File: src/rtl/alu_slice_pkg.sv
package alu_slice_pkg;

    // First addend choice, taken from the low two code bits
    typedef enum logic [1:0] {
        XA_OPA    = 2'd0,
        XA_AND    = 2'd1,
        XA_ANDNB  = 2'd2,
        XA_ZERO   = 2'd3
    } xadd_e;

    // Second addend choice, taken from the high two code bits
    typedef enum logic [1:0] {
        YA_ONES   = 2'd0,
        YA_ORNB   = 2'd1,
        YA_OR     = 2'd2,
        YA_OPA    = 2'd3
    } yadd_e;

    // Per-bit truth table of a bitwise function, indexed by {a,b}
    function automatic logic [3:0] logic_truth(input logic [3:0] code);
        logic [3:0] tt;
        case (code)
            4'd0:    tt = 4'b0011; // ~A
            4'd1:    tt = 4'b0111; // ~(A&B)
            4'd2:    tt = 4'b1011; // ~A|B
            4'd3:    tt = 4'b1111; // ones
            4'd4:    tt = 4'b0001; // ~(A|B)
            4'd5:    tt = 4'b0101; // ~B
            4'd6:    tt = 4'b1001; // xnor
            4'd7:    tt = 4'b1101; // A|~B
            4'd8:    tt = 4'b0010; // ~A&B
            4'd9:    tt = 4'b0110; // xor
            4'd10:   tt = 4'b1010; // B
            4'd11:   tt = 4'b1110; // A|B
            4'd12:   tt = 4'b0000; // zero
            4'd13:   tt = 4'b0100; // A&~B
            4'd14:   tt = 4'b1000; // A&B
            default: tt = 4'b1100; // A
        endcase
        return tt;
    endfunction

endpackage

File: src/rtl/alu_operand_sel.sv
module alu_operand_sel
    import alu_slice_pkg::*;
#(
    parameter int W = 4
) (
    input  logic [W-1:0] a,
    input  logic [W-1:0] b,
    input  logic [3:0]   sel,
    output logic [W-1:0] x,
    output logic [W-1:0] y
);
    xadd_e xk;
    yadd_e yk;

    assign xk = xadd_e'(sel[1:0]);
    assign yk = yadd_e'(sel[3:2]);

    for (genvar i = 0; i < W; i++) begin : g_bit
        always_comb begin
            unique case (xk)
                XA_OPA:   x[i] = a[i];
                XA_AND:   x[i] = a[i] & b[i];
                XA_ANDNB: x[i] = a[i] & ~b[i];
                default:  x[i] = 1'b0;
            endcase
            unique case (yk)
                YA_ONES:  y[i] = 1'b1;
                YA_ORNB:  y[i] = a[i] | ~b[i];
                YA_OR:    y[i] = a[i] | b[i];
                default:  y[i] = a[i];
            endcase
        end
    end
endmodule

File: src/rtl/alu_carry_net.sv
module alu_carry_net #(
    parameter int W = 4
) (
    input  logic [W-1:0] x,
    input  logic [W-1:0] y,
    input  logic         cin,
    output logic [W-1:0] sum,
    output logic         cout,
    output logic         grp_g,
    output logic         grp_p
);
    logic [W-1:0] gen_b;
    logic [W-1:0] prop_b;
    logic [W:0]   carry;
    logic [W:0]   g_acc;

    assign carry[0] = cin;
    assign g_acc[0] = 1'b0;

    for (genvar i = 0; i < W; i++) begin : g_stage
        assign gen_b[i]    = x[i] & y[i];
        assign prop_b[i]   = x[i] ^ y[i];
        assign sum[i]      = prop_b[i] ^ carry[i];
        assign carry[i+1]  = gen_b[i] | (prop_b[i] & carry[i]);
        assign g_acc[i+1]  = gen_b[i] | (prop_b[i] & g_acc[i]);
    end

    assign cout  = carry[W];
    assign grp_g = g_acc[W];
    assign grp_p = &prop_b;
endmodule

File: src/rtl/alu_logic_unit.sv
module alu_logic_unit
    import alu_slice_pkg::*;
#(
    parameter int W = 4
) (
    input  logic [W-1:0] a,
    input  logic [W-1:0] b,
    input  logic [3:0]   sel,
    output logic [W-1:0] f
);
    logic [3:0] tt;

    assign tt = logic_truth(sel);

    for (genvar i = 0; i < W; i++) begin : g_bit
        assign f[i] = tt[{a[i], b[i]}];
    end
endmodule

File: src/rtl/alu_slice.sv
module alu_slice
    import alu_slice_pkg::*;
#(
    parameter int W = 4
) (
    input  logic [W-1:0] i_a,
    input  logic [W-1:0] i_b,
    input  logic [3:0]   i_sel,
    input  logic         i_logic,
    input  logic         i_cin,
    output logic [W-1:0] o_f,
    output logic         o_cout,
    output logic         o_eq,
    output logic         o_gen,
    output logic         o_prop
);
    typedef struct packed {
        logic [W-1:0] f;
        logic         cout;
        logic         eq;
    } res_t;

    logic [W-1:0] add_x;
    logic [W-1:0] add_y;
    logic [W-1:0] add_sum;
    logic         add_cout;
    logic [W-1:0] log_f;
    res_t         res_d;

    alu_operand_sel #(.W(W)) u_opsel (
        .a   (i_a),
        .b   (i_b),
        .sel (i_sel),
        .x   (add_x),
        .y   (add_y)
    );

    alu_carry_net #(.W(W)) u_carry (
        .x     (add_x),
        .y     (add_y),
        .cin   (i_cin),
        .sum   (add_sum),
        .cout  (add_cout),
        .grp_g (o_gen),
        .grp_p (o_prop)
    );

    alu_logic_unit #(.W(W)) u_logic (
        .a   (i_a),
        .b   (i_b),
        .sel (i_sel),
        .f   (log_f)
    );

    always_comb begin
        res_d = '0;
        if (i_logic) begin
            res_d.f    = log_f;
            res_d.cout = 1'b0;
        end else begin
            res_d.f    = add_sum;
            res_d.cout = add_cout;
        end
        res_d.eq = &res_d.f;
    end

    assign o_f    = res_d.f;
    assign o_cout = res_d.cout;
    assign o_eq   = res_d.eq;
endmodule

File: config.mk
export PLATFORM = sky130hd
export DESIGN_NAME = alu_slice
export DESIGN_NICKNAME = d
export VERILOG_FILES = /design/src/rtl/alu_slice_pkg.sv /design/src/rtl/alu_operand_sel.sv /design/src/rtl/alu_carry_net.sv /design/src/rtl/alu_logic_unit.sv /design/src/rtl/alu_slice.sv
export SDC_FILE = /design/constraint.sdc
export NUM_CORES = 1
export LEC_CHECK = 0
export BUFFER_PORTS_ARGS = -buffer_cell sky130_fd_sc_hd__buf_2
export CAP_MARGIN = 20
export CORE_MARGIN = 2
export CORE_UTILIZATION = 44
export DETAILED_ROUTE_END_ITERATION = 6
export GPL_TIMING_DRIVEN = 0
export PLACE_DENSITY_LB_ADDON = 0.15
export RECOVER_POWER = 50
export SLEW_MARGIN = 20
export SYNTH_ARGS = -nofsm -noshare
export SYNTH_HDL_FRONTEND = slang
export SYNTH_HIERARCHICAL = 1
export SYNTH_SLANG_ARGS = --single-unit
File: constraint.sdc
create_clock -name vclk -period 5
set_input_delay 1 -clock vclk [all_inputs]
set_output_delay 1 -clock vclk [all_outputs]
set_load 0.05 [all_outputs]
==> flow_summary.json <==
{
  "run_status": "finished, final reports clean",
  "pre_cts_ws_ns": -0.198,
  "fin_ws_ns": 0.148,
  "hold_worst_slack_ns": 2.55,
  "netlist_area_um2": 672,
  "critPathSlowestCell": "sky130_fd_sc_hd__fa_1",
  "grt_start_max_net_pins": 9,
  "postSynthAreaPerCell_um2": 8.50,
  "final-max-slew-violation-count": 0,
  "drcViolationCount": 0,
  "globalRouteTotalUtil_pct": 17.9,
  "grt_setup_unrepaired": "no",
  "dp_hpwl_um": 1280,
  "crit_arrival_ns": 3.85,
  "first_iter_violations": 6,
  "post_synth_and_or_nand_nor_area_fraction_pct": 17.3,
  "end_kind": "primary output",
  "num_io_pins": 22,
  "globalplace.congestion": 0.837,
  "syn-instance-count": 79,
  "mostFrequentLayoutCell": "sky130_fd_sc_hd__inv_1",
  "detailroute.via_count": 645,
  "ant_nets": 0,
  "vdd.ir_drop.worst_mv": 0.0786,
  "slowest_delay_ns": 0.47,
  "synth.area.mux_share_pct": 20.1,
  "detailedRoute.firstPassIterationCount": 4,
  "report.final.hold_viol_count": 0,
  "critical-path-top-delay-family": "adder cells",
  "area_delta_synth_final_pct": 35.9,
  "worstMarginPinSlew_ns": 0.603,
  "first_global_vias": 603,
  "maxSlewHeadroom_pct": 60.0,
  "synth_seq_area_share_pct": 0,
  "avgRoutedWirePerCell_um": 13.4,
  "layout_common_cells": "sky130_fd_sc_hd__inv_1 (18), sky130_fd_sc_hd__buf_2 (17), sky130_fd_sc_hd__nand3b_1 (8)",
  "die_w_um": 43.1,
  "synth-warning-count": 6,
  "wirelength_um": 1610,
  "cp_cell_sequence": "buf_2, inv_1, ha_4, nor3_4, a211oi_2, inv_1, fa_1, inv_1, fa_2, fa_1, inv_1, fa_1, inv_1, mux2_2, and4_4, buf_6",
  "floorplan.die.height_um": 43.1,
  "max_freq_ghz": 0.206,
  "finalCriticalPeriod_ns": 4.85,
  "synth_top_family_by_area": "adder cells",
  "core_area_mm2": 0.00147,
  "max_cap_viol_count": 0,
  "critPathKind": "in2out",
  "synth_cell_types": 20,
  "fin_crit_sh_pct": 97.0,
  "synthesis.nets": 107,
  "worstSetupStartpointType": "input pin",
  "num-clock-buffers": 0,
  "post_synth_xor_area_fraction_pct": 10.4,
  "port_buffers": 22,
  "power_leakage_nw": 0.437,
  "die_ar_mm2": 0.00186,
  "fin_nets": 134,
  "worstPathBufferInverterCount": 7,
  "critPathMostFrequentCell": "sky130_fd_sc_hd__inv_1",
  "number_of_antenna_violations_at_the_first_check_in_global_routing": 0,
  "avgViaCountPerCell": 5.38,
  "starting_utilization_of_the_core_area_pct": 45.7,
  "crit_required_ns": 4.00,
  "globalRouteOverflowTotal": 0,
  "holdCritPathClass": "in2out",
  "report.final.setup_viol": 0,
  "crit_fanout": 4,
  "p_per_area_mw_per_mm2": 171,
  "row_count": 14,
  "layout_cells_sized_above_1_pct": 41.3,
  "synth_fa_ha_area_share_pct": 30.5,
  "count_of_antenna_diodes_in_the_layout": 0,
  "global_route_wire_length_before_repair_um": 2570,
  "register_area_um2": 0,
  "synth_compound_area_share_pct": 10.2,
  "seq_cell_count": 0
}
-- cell usage after synthesis, types with 2 or more instances --
| cell | instances | area [µm²] |
|---|---|---|
| sky130_fd_sc_hd__ha_1 | 10 | 125 |
| sky130_fd_sc_hd__nor2_1 | 4 | 15.0 |
| sky130_fd_sc_hd__a21oi_1 | 2 | 10.0 |
| sky130_fd_sc_hd__xor2_1 | 4 | 35.0 |
| sky130_fd_sc_hd__fa_1 | 4 | 80.1 |
| sky130_fd_sc_hd__o21ai_0 | 4 | 20.0 |
| sky130_fd_sc_hd__inv_1 | 19 | 71.3 |
| sky130_fd_sc_hd__mux2_2 | 4 | 45.0 |
| sky130_fd_sc_hd__nand3b_1 | 8 | 60.1 |
| sky130_fd_sc_hd__mux4_2 | 4 | 90.1 |
| sky130_fd_sc_hd__xnor2_1 | 4 | 35.0 |
| sky130_fd_sc_hd__and4_1 | 2 | 17.5 |
| sky130_fd_sc_hd__a221oi_1 | 3 | 26.3 |
-- final timing paths --
check      from     end  cells after the start
max    i_sel[3]    o_eq                     16
min     i_logic  o_cout                      3
-- routing by layer --
metal,routed length (µm),track usage [%]
met5,0,0
met4,0,0
met3,54,0
met2,863,34.2
met1,691,24.0
-- report_power, final --
group | leakage [nW] | internal [mW] | switching [mW]
combinational | 0.437 | 0.0586 | 0.0976
clock | 0 | 0 | 0
sequential | 0 | 0 | 0
total | 0.437 | 0.0586 | 0.0976
-- per-stage QoR --
step                      area, µm²  util (%)  cells  power, mW  setup TNS, ns
final                           913      62.1    120      0.156              0
after global routing            913      62.1    120      0.171              0
after CTS                       833      56.6    118      0.148              0
after detailed placement        805      54.7    117      0.143         -0.199
after global placement          805      54.7    117      0.141         -0.211
after floorplan                 674         -     79      0.107              0
-- tightest hold or removal path, delay by kind of cell --
| kind | cells | cell delay [ns] |
|---|---|---|
| buffers and inverters | 2 | 0.33 |
| and+or+nand+nor | 1 | 0.22 |
-- cell families after synthesis --
kind of cell / after synthesis
compound gates: 11
mux: 8
xor+xnor: 8
fa+ha+maj: 14
buf+inv: 20
simple gates: 18
-- repair_timing --
action | 4_1_cts | 5_1_grt
hold endpoints to repair | 0 | 0
setup endpoints to repair | 2 | 2
hold buffers | 0 | 0
resized for setup | 6 | 12
pin swaps | 2 | 3
setup buffers | 1 | 3
-- cell type report --
type	instances	area [µm²]
inverters	19	71.3
multi-input cells	59	681
well taps	16	20.0
repair buffers	26	141
fillers	147	558
Note: power is estimated with default switching activity, not from simulation.
